## config.mk

```make
export PLATFORM = sky130hd
export DESIGN_NAME = sfr_read_seq
export DESIGN_NICKNAME = d
export VERILOG_FILES = /design/src/rtl/sfr_pkg.sv /design/src/rtl/sfr_lat_map.sv /design/src/rtl/sfr_tx_shift.sv /design/src/rtl/sfr_rx_pack.sv /design/src/rtl/sfr_read_seq.sv
export SDC_FILE = /design/constraint.sdc
export NUM_CORES = 1
export LEC_CHECK = 0
export BUFFER_PORTS_ARGS = -buffer_cell sky130_fd_sc_hd__buf_2
export CELL_PAD_IN_SITES_DETAIL_PLACEMENT = 1
export CELL_PAD_IN_SITES_GLOBAL_PLACEMENT = 1
export CORE_MARGIN = 1.5
export CORE_UTILIZATION = 43
export CTS_CLUSTER_SIZE = 30
export DETAILED_ROUTE_END_ITERATION = 8
export PLACE_DENSITY = 0.75
export SKIP_CTS_REPAIR_TIMING = 1
export SYNTH_ARGS = -nofsm -noshare
export SYNTH_HDL_FRONTEND = slang
export SYNTH_HIERARCHICAL = 1
export SYNTH_SLANG_ARGS = --single-unit
```

## constraint.sdc

```tcl
create_clock -name clk -period 2.05 [get_ports clk]
set_clock_uncertainty 0.05 [all_clocks]
set_input_delay 0.1025 -clock clk [delete_from_list [all_inputs] [get_ports clk]]
set_output_delay 0.1025 -clock clk [all_outputs]
set_load 0.05 [all_outputs]
```

## src/rtl/sfr_pkg.sv

```systemverilog
package sfr_pkg;

  localparam int SFR_ADDR_W  = 24;
  localparam int SFR_DUMMY_W = 4;
  localparam int SFR_BEAT_W  = 5;

  typedef enum logic [1:0] {
    CMD_FAST = 2'd0,
    CMD_DOUT = 2'd1,
    CMD_DIO  = 2'd2,
    CMD_RSVD = 2'd3
  } sfr_cmd_e;

  typedef enum logic [2:0] {
    PH_IDLE, PH_CMD, PH_ADDR, PH_MODE, PH_DUMMY, PH_DATA, PH_END
  } sfr_phase_e;

  function automatic logic [7:0] opcode_of(sfr_cmd_e c);
    case (c)
      CMD_DOUT: return 8'h3B;
      CMD_DIO:  return 8'hBB;
      default:  return 8'h0B;
    endcase
  endfunction

  function automatic logic addr_two_line(sfr_cmd_e c);
    return c == CMD_DIO;
  endfunction

  function automatic logic data_two_line(sfr_cmd_e c);
    return (c == CMD_DOUT) || (c == CMD_DIO);
  endfunction

  // beats per byte minus one
  function automatic logic [2:0] bpb_m1(sfr_cmd_e c);
    return data_two_line(c) ? 3'd3 : 3'd7;
  endfunction

  function automatic sfr_phase_e phase_after(sfr_phase_e p, sfr_cmd_e c,
                                             logic [SFR_DUMMY_W-1:0] dummy);
    case (p)
      PH_CMD:   return PH_ADDR;
      PH_ADDR:  return addr_two_line(c) ? PH_MODE
                       : ((dummy != '0) ? PH_DUMMY : PH_DATA);
      PH_MODE:  return (dummy != '0) ? PH_DUMMY : PH_DATA;
      PH_DUMMY: return PH_DATA;
      PH_DATA:  return PH_END;
      default:  return PH_IDLE;
    endcase
  endfunction

  function automatic logic [SFR_BEAT_W-1:0] beats_of(sfr_phase_e p, sfr_cmd_e c,
                                                     logic [SFR_DUMMY_W-1:0] dummy);
    case (p)
      PH_CMD:   return SFR_BEAT_W'(8);
      PH_ADDR:  return addr_two_line(c) ? SFR_BEAT_W'(SFR_ADDR_W / 2) : SFR_BEAT_W'(SFR_ADDR_W);
      PH_MODE:  return SFR_BEAT_W'(4);
      PH_DUMMY: return SFR_BEAT_W'(dummy);
      default:  return '0;
    endcase
  endfunction

  function automatic logic drives_io0(sfr_phase_e p);
    return (p == PH_CMD) || (p == PH_ADDR) || (p == PH_MODE);
  endfunction

  function automatic logic drives_io1(sfr_phase_e p, sfr_cmd_e c);
    return ((p == PH_ADDR) || (p == PH_MODE)) && addr_two_line(c);
  endfunction

  function automatic logic [SFR_DUMMY_W-1:0] default_dummy(int code, int n_codes);
    return (code == n_codes - 1) ? '0 : SFR_DUMMY_W'(8 >> code);
  endfunction

endpackage

```

## src/rtl/sfr_lat_map.sv

```systemverilog
module sfr_lat_map
  import sfr_pkg::*;
#(
  parameter int LAT_W = 2
) (
  input  logic                   clk,
  input  logic                   rst_n,
  input  logic                   we_i,
  input  logic [LAT_W-1:0]       wcode_i,
  input  logic [SFR_DUMMY_W-1:0] wval_i,
  input  logic [LAT_W-1:0]       code_i,
  output logic [SFR_DUMMY_W-1:0] dummy_o
);
  localparam int N = 1 << LAT_W;

  logic [SFR_DUMMY_W-1:0] map_q [N];

  for (genvar g = 0; g < N; g++) begin : g_entry
    always_ff @(posedge clk or negedge rst_n) begin
      if (!rst_n)
        map_q[g] <= default_dummy(g, N);
      else if (we_i && (wcode_i == LAT_W'(g)))
        map_q[g] <= wval_i;
    end
  end

  assign dummy_o = map_q[code_i];
endmodule

```

## src/rtl/sfr_tx_shift.sv

```systemverilog
module sfr_tx_shift #(
  parameter int W = 40
) (
  input  logic         clk,
  input  logic         rst_n,
  input  logic         load_i,
  input  logic [W-1:0] load_val_i,
  input  logic         shift_i,
  input  logic         two_i,
  output logic         hi_o,
  output logic         nx_o
);
  logic [W-1:0] sh_q;

  always_ff @(posedge clk or negedge rst_n) begin
    if (!rst_n)       sh_q <= '0;
    else if (load_i)  sh_q <= load_val_i;
    else if (shift_i) sh_q <= two_i ? {sh_q[W-3:0], 2'b00} : {sh_q[W-2:0], 1'b0};
  end

  assign hi_o = sh_q[W-1];
  assign nx_o = sh_q[W-2];
endmodule

```

## src/rtl/sfr_rx_pack.sv

```systemverilog
module sfr_rx_pack (
  input  logic       clk,
  input  logic       rst_n,
  input  logic       sample_i,
  input  logic       two_i,
  input  logic       io0_i,
  input  logic       io1_i,
  output logic [7:0] nxt_o
);
  logic [7:0] sh_q;

  assign nxt_o = two_i ? {sh_q[5:0], io1_i, io0_i} : {sh_q[6:0], io1_i};

  always_ff @(posedge clk or negedge rst_n) begin
    if (!rst_n)        sh_q <= '0;
    else if (sample_i) sh_q <= nxt_o;
  end
endmodule

```

## src/rtl/sfr_read_seq.sv

```systemverilog
module sfr_read_seq
  import sfr_pkg::*;
#(
  parameter int         LEN_W     = 8,
  parameter int         LAT_W     = 2,
  parameter logic [7:0] MODE_BYTE = 8'hF0
) (
  input  logic                   clk,
  input  logic                   rst_n,
  input  logic                   start_i,
  input  logic [1:0]             cmd_i,
  input  logic [SFR_ADDR_W-1:0]  addr_i,
  input  logic [LEN_W-1:0]       len_i,
  input  logic [LAT_W-1:0]       lat_i,
  input  logic                   map_we_i,
  input  logic [LAT_W-1:0]       map_code_i,
  input  logic [SFR_DUMMY_W-1:0] map_val_i,
  output logic                   busy_o,
  output logic [7:0]             rd_data_o,
  output logic                   rd_valid_o,
  input  logic                   rd_ready_i,
  output logic                   sck_o,
  output logic                   cs_n_o,
  output logic                   io0_o,
  output logic                   io0_oe_o,
  output logic                   io1_o,
  output logic                   io1_oe_o,
  input  logic                   io0_i,
  input  logic                   io1_i
);
  localparam int TX_W = 8 + SFR_ADDR_W + 8;

  sfr_phase_e             ph_q, ph_nxt;
  sfr_cmd_e               cmd_q, cmd_eff;
  logic                   half_q, sck_q, cs_n_q, oe0_q, oe1_q, valid_q, last_q;
  logic [SFR_BEAT_W-1:0]  beats_q;
  logic [SFR_DUMMY_W-1:0] dummy_q, map_dummy;
  logic [2:0]             bits_q;
  logic [LEN_W-1:0]       bytes_q;
  logic [7:0]             data_q, rx_next;
  logic                   tx_hi, tx_nx;

  // named internal events
  logic ev_start, in_frame, ev_hold, ev_rise, ev_fall, ev_sample, ev_byte, ev_pop;
  logic tx_phase, two_tx, ev_ph_end;

  assign cmd_eff   = (cmd_i == 2'd3) ? CMD_FAST : sfr_cmd_e'(cmd_i);
  assign ev_start  = (ph_q == PH_IDLE) && start_i && !valid_q;
  assign in_frame  = (ph_q == PH_CMD) || (ph_q == PH_ADDR) || (ph_q == PH_MODE) ||
                     (ph_q == PH_DUMMY) || (ph_q == PH_DATA);
  assign ev_hold   = valid_q && !rd_ready_i;
  assign ev_rise   = in_frame && !half_q && !((ph_q == PH_DATA) && ev_hold);
  assign ev_fall   = in_frame && half_q;
  assign ev_sample = ev_rise && (ph_q == PH_DATA);
  assign ev_byte   = ev_sample && (bits_q == 3'd0);
  assign ev_pop    = valid_q && rd_ready_i;
  assign tx_phase  = drives_io0(ph_q);
  assign two_tx    = drives_io1(ph_q, cmd_q);
  assign ev_ph_end = ev_fall && ((ph_q == PH_DATA) ? last_q : (beats_q == SFR_BEAT_W'(1)));
  assign ph_nxt    = phase_after(ph_q, cmd_q, dummy_q);

  sfr_lat_map #(.LAT_W(LAT_W)) u_map (
    .clk     (clk),
    .rst_n   (rst_n),
    .we_i    (map_we_i),
    .wcode_i (map_code_i),
    .wval_i  (map_val_i),
    .code_i  (lat_i),
    .dummy_o (map_dummy)
  );

  sfr_tx_shift #(.W(TX_W)) u_tx (
    .clk        (clk),
    .rst_n      (rst_n),
    .load_i     (ev_start),
    .load_val_i ({opcode_of(cmd_eff), addr_i, MODE_BYTE}),
    .shift_i    (ev_fall && tx_phase),
    .two_i      (two_tx),
    .hi_o       (tx_hi),
    .nx_o       (tx_nx)
  );

  sfr_rx_pack u_rx (
    .clk      (clk),
    .rst_n    (rst_n),
    .sample_i (ev_sample),
    .two_i    (data_two_line(cmd_q)),
    .io0_i    (io0_i),
    .io1_i    (io1_i),
    .nxt_o    (rx_next)
  );

  always_ff @(posedge clk or negedge rst_n) begin
    if (!rst_n) begin
      ph_q    <= PH_IDLE;
      cmd_q   <= CMD_FAST;
      half_q  <= 1'b0;
      sck_q   <= 1'b0;
      cs_n_q  <= 1'b1;
      oe0_q   <= 1'b0;
      oe1_q   <= 1'b0;
      valid_q <= 1'b0;
      last_q  <= 1'b0;
      beats_q <= '0;
      dummy_q <= '0;
      bits_q  <= '0;
      bytes_q <= '0;
      data_q  <= '0;
    end else begin
      if (ev_start) begin
        cmd_q   <= cmd_eff;
        dummy_q <= map_dummy;
        bytes_q <= len_i;
        ph_q    <= PH_CMD;
        beats_q <= beats_of(PH_CMD, cmd_eff, map_dummy);
        cs_n_q  <= 1'b0;
        half_q  <= 1'b0;
        sck_q   <= 1'b0;
        oe0_q   <= 1'b1;
        oe1_q   <= 1'b0;
        last_q  <= 1'b0;
      end
      if (ev_rise) begin
        sck_q  <= 1'b1;
        half_q <= 1'b1;
      end
      if (ev_sample) begin
        if (bits_q == 3'd0) begin
          bits_q <= bpb_m1(cmd_q);
          if (bytes_q == '0) last_q  <= 1'b1;
          else               bytes_q <= bytes_q - 1'b1;
        end else begin
          bits_q <= bits_q - 3'd1;
        end
      end
      if (ev_fall) begin
        sck_q  <= 1'b0;
        half_q <= 1'b0;
        if (ev_ph_end) begin
          ph_q    <= ph_nxt;
          beats_q <= beats_of(ph_nxt, cmd_q, dummy_q);
          oe0_q   <= drives_io0(ph_nxt);
          oe1_q   <= drives_io1(ph_nxt, cmd_q);
          bits_q  <= bpb_m1(cmd_q);
          if (ph_nxt == PH_END) cs_n_q <= 1'b1;
        end else if (ph_q != PH_DATA) begin
          beats_q <= beats_q - 1'b1;
        end
      end
      if (ph_q == PH_END) ph_q <= PH_IDLE;
      if (ev_byte) begin
        data_q  <= rx_next;
        valid_q <= 1'b1;
      end else if (ev_pop) begin
        valid_q <= 1'b0;
      end
    end
  end

  assign busy_o     = (ph_q != PH_IDLE) || valid_q;
  assign rd_data_o  = data_q;
  assign rd_valid_o = valid_q;
  assign sck_o      = sck_q;
  assign cs_n_o     = cs_n_q;
  assign io0_oe_o   = oe0_q;
  assign io1_oe_o   = oe1_q;
  assign io0_o      = oe0_q & (two_tx ? tx_nx : tx_hi);
  assign io1_o      = oe1_q & tx_hi;

  // clock parked low whenever the flash is deselected
  a_r2_sck_low_deselected: assert property (@(posedge clk) disable iff (!rst_n)
    cs_n_o |-> !sck_o);

  // no host drive while the flash may own the lines
  a_r7_released_dummy_data: assert property (@(posedge clk) disable iff (!rst_n)
    ((ph_q == PH_DUMMY) || (ph_q == PH_DATA)) |-> (!io0_oe_o && !io1_oe_o));

  // line 1 driven only by the two-line address type
  a_r7_io1_dio_only: assert property (@(posedge clk) disable iff (!rst_n)
    io1_oe_o |-> (cmd_q == CMD_DIO) && !cs_n_o);

  // pending byte freezes the serial clock
  a_r10_stall_no_rise: assert property (@(posedge clk) disable iff (!rst_n)
    ev_hold |=> !$rose(sck_o));

  // pending byte keeps its value
  a_r10_valid_held: assert property (@(posedge clk) disable iff (!rst_n)
    ev_hold |=> (rd_valid_o && $stable(rd_data_o)));

  // chip select rises only out of the data phase
  a_r12_cs_end_from_data: assert property (@(posedge clk) disable iff (!rst_n)
    $rose(cs_n_o) |-> $past(ph_q == PH_DATA));

endmodule

```

Word-level counts from Yosys, hierarchy flattened
Cells that the tools add are included.
Storage, ports and cells
  output and inout bits: 16
  input bits: 49
  logic and storage cells: 140
  bits in registers: 102
Operators by class
  mux-type cells: 52
  $lt $le $gt $ge: 1
  reductions and logical operators: 41
  add/subtract/negate cells: 3
  equality and inequality tests: 21
  bitwise gates (word level): 3
Operators with widths (number)
  $mux 40: 3
  $mux 8: 5
  $mux 3: 10
  $mux 5: 5
  $mux 1: 22
  $pmux 5 s4: 1
  $logic_and 1x1->1: 18
  $pmux 8 s2: 1
  $eq 3x3->1 const B: 5
  $pmux 3 s5: 1
  $eq 3x2->1 const B: 4
  $eq 2x2->1 const B: 5
  $logic_or 1x1->1: 10
  $bmux 4 s2: 1
  $logic_not 8->1: 1
  $mux 4: 2
  $sub 8x1->8 const B: 1
  $eq 2x1->1 const B: 3
  $eq 3x1->1 const B: 2
  $logic_not 3->1: 2
  $reduce_bool 3->1: 2
  $eq 5x1->1 const B: 1
  $sub 5x1->5 const B: 1
  $logic_not 1->1: 4
  other kinds (9): 11

Longest topological paths before layout
Gate-level depths: netlist of run 1.
  depth in word-level cells: 11
  mapped depth: 10
  mapped depth without buffers: 6

Modules after synthesis
The synthesis of run 1 kept the hierarchy.
By module, submodules not included
  sfr_tx_shift: sequential area each 1001.0 sq um, area each 2557.5 sq um, cells an instance 223, instances 1
  sfr_read_seq: sequential area each 977.2 sq um, area each 2328.5 sq um, cells an instance 264, instances 1
  sfr_lat_map: sequential area each 404.1 sq um, area each 716.9 sq um, cells an instance 40, instances 1
  sfr_rx_pack: sequential area each 175.2 sq um, area each 412.9 sq um, cells an instance 24, instances 1

Least setup slack after synthesis of run 1
No wires, ideal clock.
  kind: flip-flop to flip-flop
  from: register valid_q (netlist: rd_valid_o)
  to: register u_tx.sh_q[26]
  stages on the path, launching flop included: 10
  data arrival time: 2.028 ns
  data required time: 1.873 ns
  path slack: -0.155 ns
  period minus slack after synthesis: 2.205 ns
  setup time: 0.127 ns
  cells stage by stage: dfrtp_1 -> nor4_2 -> nand2_2 -> clkinv_1 -> buf_2 -> buf_6 -> nand2b_4 -> buf_6 -> buf_6 -> o211ai_2
Between the ends
  longest elaborated chain between the ends: 3
RTL lines
  start: declaration: line sfr_read_seq.sv:35  | logic half_q, sck_q, cs_n_q, oe0_q, oe1_q, valid_q, last_q;
  start signal: assignment: line sfr_read_seq.sv:102  | valid_q <= 1'b0;
  start signal: assignment: line sfr_read_seq.sv:153  | valid_q <= 1'b1;
  start signal: assignment: line sfr_read_seq.sv:155  | valid_q <= 1'b0;
  $logic_not 1->1 *: line sfr_read_seq.sv:48  | assign ev_start = (ph_q == PH_IDLE) && start_i && !valid_q;
  $logic_and 1x1->1 *: line sfr_read_seq.sv:48
  via ev_start: line sfr_read_seq.sv:44  | logic ev_start, in_frame, ev_hold, ev_rise, ev_fall, ev_sample, ev_byte, ev_pop;
  $mux 40 / $reduce_bool 2->1 (equally long branches)
  end signal: assignment: line sfr_tx_shift.sv:17  | else if (load_i) sh_q <= load_val_i;
  end signal: assignment: line sfr_tx_shift.sv:18  | else if (shift_i) sh_q <= two_i ? {sh_q[W-3:0], 2'b00} : {sh_q[W-2:0], 1'b0};
  end: declaration: line sfr_tx_shift.sv:13  | logic [W-1:0] sh_q;
The timed path passes the listed nets; every way through them passes the cells marked *.
A chain may end at the register's enable or synchronous reset.

Worst setup path after layout of run 1
  from: register ph_q[2]
  to: output port io0_o
Between the ends
  longest elaborated chain between the ends: 5
RTL lines
  start: declaration: line sfr_read_seq.sv:33  | sfr_phase_e ph_q, ph_nxt;
  start signal: assignment: line sfr_read_seq.sv:140  | ph_q <= ph_nxt;
  $eq 3x2->1: line sfr_pkg.sv:68  | return ((p == PH_ADDR) || (p == PH_MODE)) && addr_two_line(c);
  $logic_or 1x1->1 *: line sfr_pkg.sv:68
  $logic_and 1x1->1 *: line sfr_pkg.sv:68
  via two_tx: line sfr_read_seq.sv:45  | logic tx_phase, two_tx, ev_ph_end;
  $mux 1 *: line sfr_read_seq.sv:167  | assign io0_o = oe0_q & (two_tx ? tx_nx : tx_hi);
  $and 1x1->1 *: line sfr_read_seq.sv:167
  end: declaration: line sfr_read_seq.sv:24  | output logic io0_o,
Marks and branches as above.

==> results of run 1 <==
## power by group through the flow
stage                     registers (mW)  logic (mW)  clock network (mW)
after floorplan                     2.14       0.104                   0
after global placement              2.14       0.217                   0
after detailed placement            2.15       0.225                   0
after CTS                           2.11       0.226                1.80
after global routing                2.12       0.294                1.87
final                               2.11       0.265                1.75
## worst min-delay path by stage
stage	cells after the start	slack (ns)	end
2_1_floorplan	0	-0.24	beats_q[0]
3_3_place_gp	1	0.01	bytes_q[3]
3_5_place_dp	1	0.02	bytes_q[0]
4_1_cts	1	-0.36	bytes_q[0]
5_1_grt	3	0.05	bytes_q[5]
6_report	3	0.0007	bytes_q[1]
## worst min-delay path, delay by kind of cell
kind,cells,cell delay [ns]
multiplexers,1,0.12
buffers and inverters,1,0.08
AO/OA/AOI/OAI,1,0.05
## state kept, by name, indices dropped and copies added (netlist names), 2 cells and up
signal       cells
bits_q           3
beats_q          5
u_tx/sh_q       40
u_rx/sh_q        7
u_map/map_q     16
ph_q             3
bytes_q          8
rd_data_o        8
dummy_q          4
cmd_q            2
## layer usage
layer  GRT usage  vias up
met5           0        -
met4      0.0654        0
met3      0.0371       10
met2       0.334       65
met1       0.272     2332
li1            -     2205
## area by class of cell
| class | instances | area share |
|---|---|---|
| inverter | 24 | 0.0124 |
| clock inverter | 4 | 0.00618 |
| multi-input combinational | 403 | 0.440 |
| clock buffer | 12 | 0.0352 |
| tap | 180 | 0.0309 |
| sequential | 102 | 0.351 |
| timing repair buffer | 121 | 0.124 |
## cells by family (layout without fill, tap and decap cells)
family / after synthesis / in the layout
multiplexers: 78 / 78
AND/OR/NAND/NOR: 201 / 201
adder cells (fa/ha/maj): 9 / 9
XOR/XNOR: 2 / 2
flip-flops: 102 / 102
buffers and inverters: 57 / 161
AO/OA/AOI/OAI: 100 / 100
other: 2 / 13
## placed cells by master, fill, tap and decap left out, types with 3 or more instances in the layout
master / instances
o211ai_2: 34
buf_12: 6
o22ai_1: 7
dlygate4sd3_1: 30
nor3_1: 6
nor2b_1: 6
o21ai_0: 12
dfstp_2: 4
a21oi_1: 8
mux2_2: 18
or3b_1: 38
inv_1: 23
mux2_4: 14
buf_4: 22
dfrtp_2: 3
ha_1: 8
conb_1: 13
nand2b_1: 7
mux4_2: 3
buf_2: 63
nor2_1: 12
clkinv_2: 3
a221oi_1: 6
dfrtp_1: 95
nand4_1: 3
nand3b_1: 3
clkbuf_16: 9
a32o_1: 4
nand3_1: 8
o211ai_1: 6
mux2i_1: 41
nand2_1: 89
==> results by group, run 1 <==
Run status
  • Outcome: complete, no violations

Logic synthesis
  • Top cell type's share of synthesized area: 0.408
  • Count leader, synth: dfrtp_1
  • Post-synthesis mux area share: 0.154
  • Post-synth EDFFs: 0
  • Synth unique cells: slightly above 70
  • Simple-gate portion of the synthesized area: 0.195
  • Top_reg_cell synth: dfrtp_1
  • Post-Synth XOR/XNOR Area: 0.00291
  • Post-Synthesis Cell Area: 6020 um2
  • Post-synthesis register bit count: a little over 100
  • Post-synth top area cell: dfrtp_1
  • Register area share after synthesis: 0.425
  • Asr flop ratio synth: 1.00
  • Synth warn: 6
  • Post-Syn Area per Cell: 10.9 um2
  • Largest family of logic cells by synthesized area: simple AND/OR/NAND/NOR gates
  • Post-synth top cells: dfrtp_1 (98), nand2_1 (89), mux2i_1 (42)
  • Synth Area in Compound Gates: 0.151
  • Synth Area in Adders: 0.0187
  • Mapped Cells: 551
  • Synth area leaders: dfrtp_1 (41%), o211ai_2 (7.1%), mux2i_1 (7.0%)

Critical path
  • Critical Path Stages: 6
  • Arr. time, crit path: 1.87 ns
  • FF-to-FF Start: beats_q[1]
  • CP Max Fanout: 8
  • Worst path bufs/invs: 2
  • R2R setup slack: 0.07 ns
  • Crit-path max cell delay: 0.47 ns
  • Kind of critical path: reg -> out
  • Crit. End Element: primary output
  • RR Endpoint: beats_q[4]
  • Delay-heaviest family, CP: flip-flops
  • Required @ worst endpoint: 1.90 ns
  • Setup crit end: io0_o
  • CP Launch Type: flop
  • Sequence of cells on the critical path: buf_4, nor2b_2, and2_2, mux2i_2, nor2b_1, buf_2
  • Slowest-stage cell, CP: dfrtp_2
  • Cells on worst reg2reg path: 6
  • Critical path launch point: ph_q[2]

Power
  • Leakage power: about 3.3 nW
  • Max VDD drop: 0.327 mV
  • Power Density: 565 nW/um2
  • Pint: ~3.2 mW
  • Clock power share: 0.424
  • Logic gate share of total power: 0.064
  • Sequential Power Share: 0.512
  • Switch Pwr: 0.875 mW
  • Sw Share: 0.212
  • Pwr Total: around 4 mW

Floorplanning
  • Die H: 121 um
  • Initial Util: 0.437
  • # IOs: 65
  • Site Rows: 43
  • Core area: 13800 um2
  • Die area: 14700 um2
  • Die Width: 121 um

Global route
  • First-pass GRT wire length: 23800 um
  • Largest net degree at the start of global routing: 55
  • Vias in the first global route: 4806
  • Initial antenna violation count: 0
  • Global Route Usage Sum: 0.204
  • Gr ovfl total: 0

Placement
  • DP Wirelength: 9870 um
  • GP Congestion: 0.824
  • Setup slack at placement: -0.0362 ns
  • Number of port buffers: between 60 and 70
  • Cell Count Post-Placement: 798
  • Area post-placement: 6660 um2

CTS
  • H-tree Lvls: 3
  • Total CTS buffers: 9
  • Clock latency at the later pin of the worst-skew pair: 0.35 ns
  • CTS tree: done
  • Clock sink total: slightly above 100
  • Clock Tree Buf Depth: 2
  • Clk slew on worst S/H paths: approximately 0.070 ns
  • CTS root buffer: clkbuf_16

Routing
  • Avg Vias per Cell: 5.45
  • WL/cell: approximately 17 um
  • Routed vias: about 4.6k
  • Drt pass-1 iters: 4
  • Final wirelength: approximately 15000 um
  • Initial DRC count: between 200 and 250
  • WL met3: 430 um
  • Met2 wire len: 7320 um
  • Final ANT Viol Nets: 0
  • # DRC: 0
  • Top Metal Used: met4
  • M1 WL: between 6000 and 7000 um

STA
  • FMAX: 0.496 GHz
  • Total Neg Setup Slack: 0 ns
  • Hold Vio Cnt, Final: 0
  • Final Max Tran Viols: 0
  • Final setup vio count: 0
  • RSZ-0062 raised after global routing: yes
  • Worst hold slack: ~0.0007 ns
  • Final worst setup slack: around 0.032 ns
  • Post-route minimum period: 2.02 ns
  • Fin crit share: 0.984

Cells and area
  • Filler instances: 1536
  • Synth-to-layout area growth: 21.2%
  • Cell Count, Final, Fillers Out: 846
  • Final #Nets: between 700 and 800
  • Inserted Diodes: 0
  • Seq. cell area: 2560 um2
  • Core Util, Final: 0.529
  • Design area: 7290 um2
  • Area occupied by multi-input gates: 3210 um2
  • Fraction of layout instances using a drive strength above 1: 0.309

Hold path
  • Min-delay worst type: in -> reg
  • Hold Crit Start: len_i[1]

Job
  • Max-Cap Viols: 0
Note: power is estimated with default switching activity, not from simulation.
==> run 2: changes to the inputs <==
Settings changed: CORE_UTILIZATION 43 to 51, PLACE_DENSITY 0.75 to 0.84.
Clock period 2.05 ns to 2.6 ns, I/O delays scaled along.
==> run 2 against run 1 <==
Effect of this change: critical path depth is the same; sequential share of layout area rose by 1.2 points; register-to-register slack improved by 0.35 ns; combinational power fell by 22%; total power down 21%; clock power shrank 21%; routed wire length is 5.3% higher; sequential cell count unchanged; final area shrank 3.4%; highest routed layer unchanged; global-route usage up 4.1 points; utilization is 8.5 points higher.
==> results by group, run 2 (synthesis results as in run 1) <==
Routing
  • # DRC: 0 (unchanged)
  • Initial DRC count: 261 (+20%)
  • Drt pass-1 iters: 4 (unchanged)
  • Routed vias: 4635 (+0.50%)
  • Final ANT Viol Nets: 0 (unchanged)
  • Avg Vias per Cell: 5.86 (+7.5%)
  • Final wirelength: 15400 um (+5.3%)
  • WL/cell: 19.4 um (+13%)

STA
  • Hold Vio Cnt, Final: 0 (unchanged)
  • Tightest Pin Transition: around 0.8 ns
  • Post-route minimum period: 2.32 ns
  • Total Neg Setup Slack: 0 ns (unchanged)
  • RSZ-0062 raised after global routing: no
  • Final setup vio count: 0 (unchanged)
  • Final Max Tran Viols: 0 (unchanged)
  • Max_slew headroom: 0.478
  • Final worst setup slack: 0.277 ns (+0.244 ns)
  • FMAX: 0.430 GHz
  • Fin crit share: 0.894

Critical path
  • Slowest-stage cell, CP: dfrtp_1
  • Crit-path max cell delay: 0.41 ns (-0.06 ns)
  • CP Max Fanout: 14 (+6)
  • CP Launch Type: flop
  • Top cell by count, worst path: nor2b_1
  • Setup crit end: io0_o
  • Required @ worst endpoint: 2.42 ns (+0.52 ns)
  • Arr. time, crit path: 2.14 ns (+0.27 ns)
  • R2R setup slack: 0.42 ns (+0.35 ns)
  • Kind of critical path: reg -> out
  • RR Endpoint: u_tx/sh_q[20]
  • Critical path launch point: ph_q[2]
  • Crit. End Element: primary output
  • Cells on worst reg2reg path: 5 (-1)
  • FF-to-FF Start: ph_q[1]
  • Sequence of cells on the critical path: buf_4, nor2b_1, and2_2, mux2i_1, nor2b_1, buf_2

Global route
  • Vias in the first global route: 4900 (+2.0%)
  • Largest net degree at the start of global routing: 92 (+67%)
  • Initial antenna violation count: 0 (unchanged)
  • First-pass GRT wire length: 24600 um (+3.1%)
  • Global Route Usage Sum: 0.245 (+0.0413)
  • Gr ovfl total: 0 (unchanged)

CTS
  • Clock latency at the later pin of the worst-skew pair: 0.35 ns (about the same)
  • CTS root buffer: clkbuf_16
  • Clock sink total: 102 (unchanged)
  • CTS tree: done
  • H-tree Lvls: 3 (unchanged)
  • Clk slew on worst S/H paths: 0.07 ns (about the same)
  • Total CTS buffers: 9 (unchanged)
  • Clock Tree Buf Depth: 2 (unchanged)

Floorplanning
  • Die area: 12500 um2 (-15%)
  • Die Width: 112 um (-8.0%)
  • # IOs: 65 (unchanged)
  • Site Rows: 39 (-9.3%)
  • Die H: 112 um (-8.0%)
  • Core area: 11500 um2 (-17%)
  • Initial Util: 0.525 (+0.0878)

Cells and area
  • Largest register FFs: 40 (unchanged)
  • Largest registers: u_tx/sh_q x40, u_map/map_q x16
  • Core Util, Final: 0.614 (+0.0846)
  • Most common cell after layout, fill and taps aside: dfrtp_1
  • Most frequent cells in the layout: dfrtp_1 (97), nand2_1 (89), buf_2 (63)
  • Fraction of layout instances using a drive strength above 1: 0.287 (-0.0223)
  • Inserted Diodes: 0 (unchanged)
  • Synth-to-layout area growth: 17.0%
  • Most flops, register: u_tx/sh_q
  • Design area: 7040 um2 (-3.4%)
  • Final #Nets: 701 (-2.5%)
  • Cell Count, Final, Fillers Out: 791 (-6.5%)

Hold path
  • Min-delay worst type: in -> reg

Power
  • Max VDD drop: 0.452 mV (+38%)
  • Power Density: 464 nW/um2 (-18%)
  • Leakage power: 3.17 nW (-2.9%)

Placement
  • DP Wirelength: 9620 um (-2.5%)
  • Cell Count Post-Placement: 749 (-6.1%)
  • GP Congestion: 0.821 (-0.41%)
  • Area post-placement: 6480 um2 (-2.8%)
  • Number of port buffers: 64 (unchanged)
  • Setup slack at placement: 0.319 ns (+0.355 ns)

Run status
  • Outcome: complete, no violations

Job
  • Max-Cap Viols: 0 (unchanged)
==> run 2: how the worst min path moves through the flow <==
stage / slack (ns) / end / cells past startpoint / startpoint
global route: 0.009 / u_map/map_q[4] / 2 / map_val_i[0]
CTS: -0.17 / bytes_q[2] / 1 / rst_n
global placement: 0.21 / bytes_q[2] / 1 / rst_n
detailed placement: 0.22 / bytes_q[2] / 1 / rst_n
floorplan: -0.22 / beats_q[0] / 0 / rst_n
finish: 0.003 / bytes_q[5] / 3 / len_i[5]
==> run 2: stage by stage <==
| stage | total power, mW | hold WS, ns |
|---|---|---|
| CTS | 3.27 | -0.168 |
| global placement | 1.86 | 0.205 |
| global route | 3.38 | 0.00908 |
| detailed placement | 1.87 | 0.216 |
| finish | 3.27 | 0.00305 |
| floorplan | 1.77 | -0.216 |
==> run 2: worst max-delay path: cells and delay by family (launching register included) <==
kind / cells / cell delay, ns
flip-flops: 1 / 0.41
AND/OR/NAND/NOR: 3 / 0.72
multiplexers: 1 / 0.25
buffers and inverters: 2 / 0.41
==> run 2: per-layer routing <==
metal,GRT usage,vias up,share of wire
met3,0.0550,15,0.033
met2,0.425,96,0.53
li1,-,2175,-
met1,0.310,2349,0.42
met4,0.0658,0,0.011
met5,0,-,0
==> run 2: area by class of cell <==
cell class                 instances  area [um2]
clock inverter                     4        45.0
clock buffer                      12         256
fill                            1260        4430
tap                              143         179
sequential                       102        2560
timing repair buffer             103         718
multi-input combinational        403        3190
inverter                          24        90.1
==> run 2: report_power, final <==
| part | switching [mW] | internal, mW |
|---|---|---|
| logic | 0.0868 | 0.119 |
| clock network | 0.598 | 0.795 |
| registers | 0.0268 | 1.64 |
| total | 0.711 | 2.55 |
==> run 3: changes to the inputs <==
Settings changed: PLACE_DENSITY 0.84 to 0.9.
==> run 3 against run 2 <==
Effect of this change: the flow now finishes with violations (negative hold slack); setup slack lost 0.12 ns; final cell count shrank 0.38%; sequential cell count is the same; combinational power grew 3%; non-clock buffer count shrank 3; largest cell class unchanged; register-to-register slack lost 0.09 ns.
==> results by group, run 3 (synthesis results as in run 1) <==
Run status
  • Outcome: finished, violations left
  • Failing checks: negative hold slack

Cells and area
  • Most flops, register: u_tx/sh_q
  • Most common cell after layout, fill and taps aside: dfrtp_1
  • Fraction of layout instances using a drive strength above 1: 0.281 (-0.00642)
  • Largest registers: u_tx/sh_q x40, u_map/map_q x16
  • Synth-to-layout area growth: 16.9%
  • Final #Nets: 698 (-0.43%)
  • Filler instances: 1229 (-2.5%)
  • Inserted Diodes: 0 (unchanged)
  • Most frequent cells in the layout: dfrtp_1 (98), nand2_1 (89), buf_2 (63)
  • Largest register FFs: 40 (unchanged)

Power
  • Power Density: 476 nW/um2 (+2.5%)
  • Max VDD drop: 0.636 mV (+41%)
  • Pwr Total: 3.34 mW (+2.4%)
  • Leakage power: 3.15 nW (-0.50%)

CTS
  • H-tree Lvls: 3 (unchanged)
  • Clk slew on worst S/H paths: 0.07 ns (about the same)
  • CTS root buffer: clkbuf_16
  • Clock latency at the later pin of the worst-skew pair: 0.36 ns (about the same)
  • Clock Tree Buf Depth: 2 (unchanged)
  • Clock sink total: 102 (unchanged)
  • CTS tree: done
  • Total CTS buffers: 9 (unchanged)

Placement
  • Number of port buffers: 64 (unchanged)
  • Setup slack at placement: 0.340 ns (+0.0212 ns)
  • GP Congestion: 0.789 (-3.9%)
  • DP Wirelength: 9710 um (+0.99%)

Routing
  • Final wirelength: 15800 um (+2.7%)
  • Initial DRC count: 343 (+31%)
  • WL/cell: 20.0 um (+3.1%)
  • Routed vias: 4713 (+1.7%)
  • # DRC: 0 (unchanged)
  • Drt pass-1 iters: 4 (unchanged)
  • Final ANT Viol Nets: 0 (unchanged)
  • Avg Vias per Cell: 5.98 (+2.1%)

STA
  • Total Neg Setup Slack: 0 ns (unchanged)
  • RSZ-0062 raised after global routing: no
  • Max_slew headroom: 0.526 (+0.0476)
  • Worst hold slack: -0.00615 ns (-0.00921 ns)
  • Hold Vio Cnt, Final: 2 (+2)
  • Post-route minimum period: 2.44 ns (+0.120 ns)
  • Tightest Pin Transition: 0.705 ns (-0.0779 ns)
  • Final Max Tran Viols: 0 (unchanged)
  • Final setup vio count: 0 (unchanged)
  • Fin crit share: 0.940 (+0.0461)
  • Final worst setup slack: 0.157 ns (-0.120 ns)
  • FMAX: 0.409 GHz (-4.9%)

Floorplanning
  • Die H: 112 um (unchanged)
  • Initial Util: 0.525 (unchanged)
  • # IOs: 65 (unchanged)
  • Core area: 11500 um2 (unchanged)
  • Die area: 12500 um2 (unchanged)
  • Site Rows: 39 (unchanged)
  • Die Width: 112 um (unchanged)

Hold path
  • Hold-critical path endpoint: u_map/map_q[0]
  • Min-delay worst type: in -> reg
  • Hold Crit Start: map_val_i[0]
  • Hold Path Stages: 2 (-1)

Global route
  • First-pass GRT wire length: 24200 um (-1.5%)
  • Largest net degree at the start of global routing: 98 (+6.5%)
  • Gr ovfl total: 0 (unchanged)
  • Initial antenna violation count: 0 (unchanged)
  • Global Route Usage Sum: 0.239 (-0.00572)
  • Vias in the first global route: 4795 (-2.1%)

Critical path
  • Worst path bufs/invs: 1 (-1)
  • Cells on worst reg2reg path: 5 (unchanged)
  • Crit. End Element: primary output
  • Kind of critical path: reg -> out
  • RR Endpoint: u_tx/sh_q[35]
  • Arr. time, crit path: 2.26 ns (+0.12 ns)
  • R2R setup slack: 0.33 ns (-0.09 ns)
  • FF-to-FF Start: ph_q[1]
  • Required @ worst endpoint: 2.42 ns (about the same)
  • Top cell by count, worst path: nor2b_1
  • Delay-heaviest family, CP: simple AND/OR/NAND/NOR gates
  • Slowest-stage cell, CP: dfrtp_1
  • CP Launch Type: flop
  • Crit-path max cell delay: 0.64 ns (+0.23 ns)
  • Critical path launch point: ph_q[1]
  • CP Max Fanout: 18 (+4)
  • Sequence of cells on the critical path: nor2b_1, and2_2, mux2i_1, nor2b_1, buf_2

Job
  • Max-Cap Viols: 0 (unchanged)
[run 3: through the flow]
step	utilization	area, um2	instances
after floorplan	-	6060	562
after global placement	0.562	6450	745
after detailed placement	0.562	6450	745
after CTS	0.590	6760	761
after global routing	0.613	7030	788
final	0.613	7030	788
[run 3: layout make-up]
cell class	count	area, um2	share of cell area
clock buffer	10	229	0.0326
inverter	24	90.1	0.0128
tap	143	179	0.0254
clock inverter	6	86.3	0.0123
sequential	102	2560	0.364
multi-input combinational	403	3190	0.454
timing repair buffer	100	698	0.0993
[run 3: power by group]
group	internal [mW]	switching [mW]	total, mW
sequential	1.64	0.0242	1.66
clock	0.843	0.626	1.47
combinational	0.121	0.0906	0.212
total	2.60	0.741	3.34
[run 3: routing by layer]
metal	track usage	routed length (um)
met4	0.0692	272
met5	0	0
met2	0.428	8500
met1	0.298	6620
met3	0.0408	383
[run 3: worst max path at each step]
stage / end / slack [ns] / cells after the start
2_1_floorplan: u_tx/sh_q[26] / 0.40 / 9
3_3_place_gp: bytes_q[0] / 0.41 / 6
3_5_place_dp: bytes_q[7] / 0.34 / 6
4_1_cts: io0_o / 0.19 / 5
5_1_grt: io0_o / 0.03 / 5
6_report: io0_o / 0.16 / 5
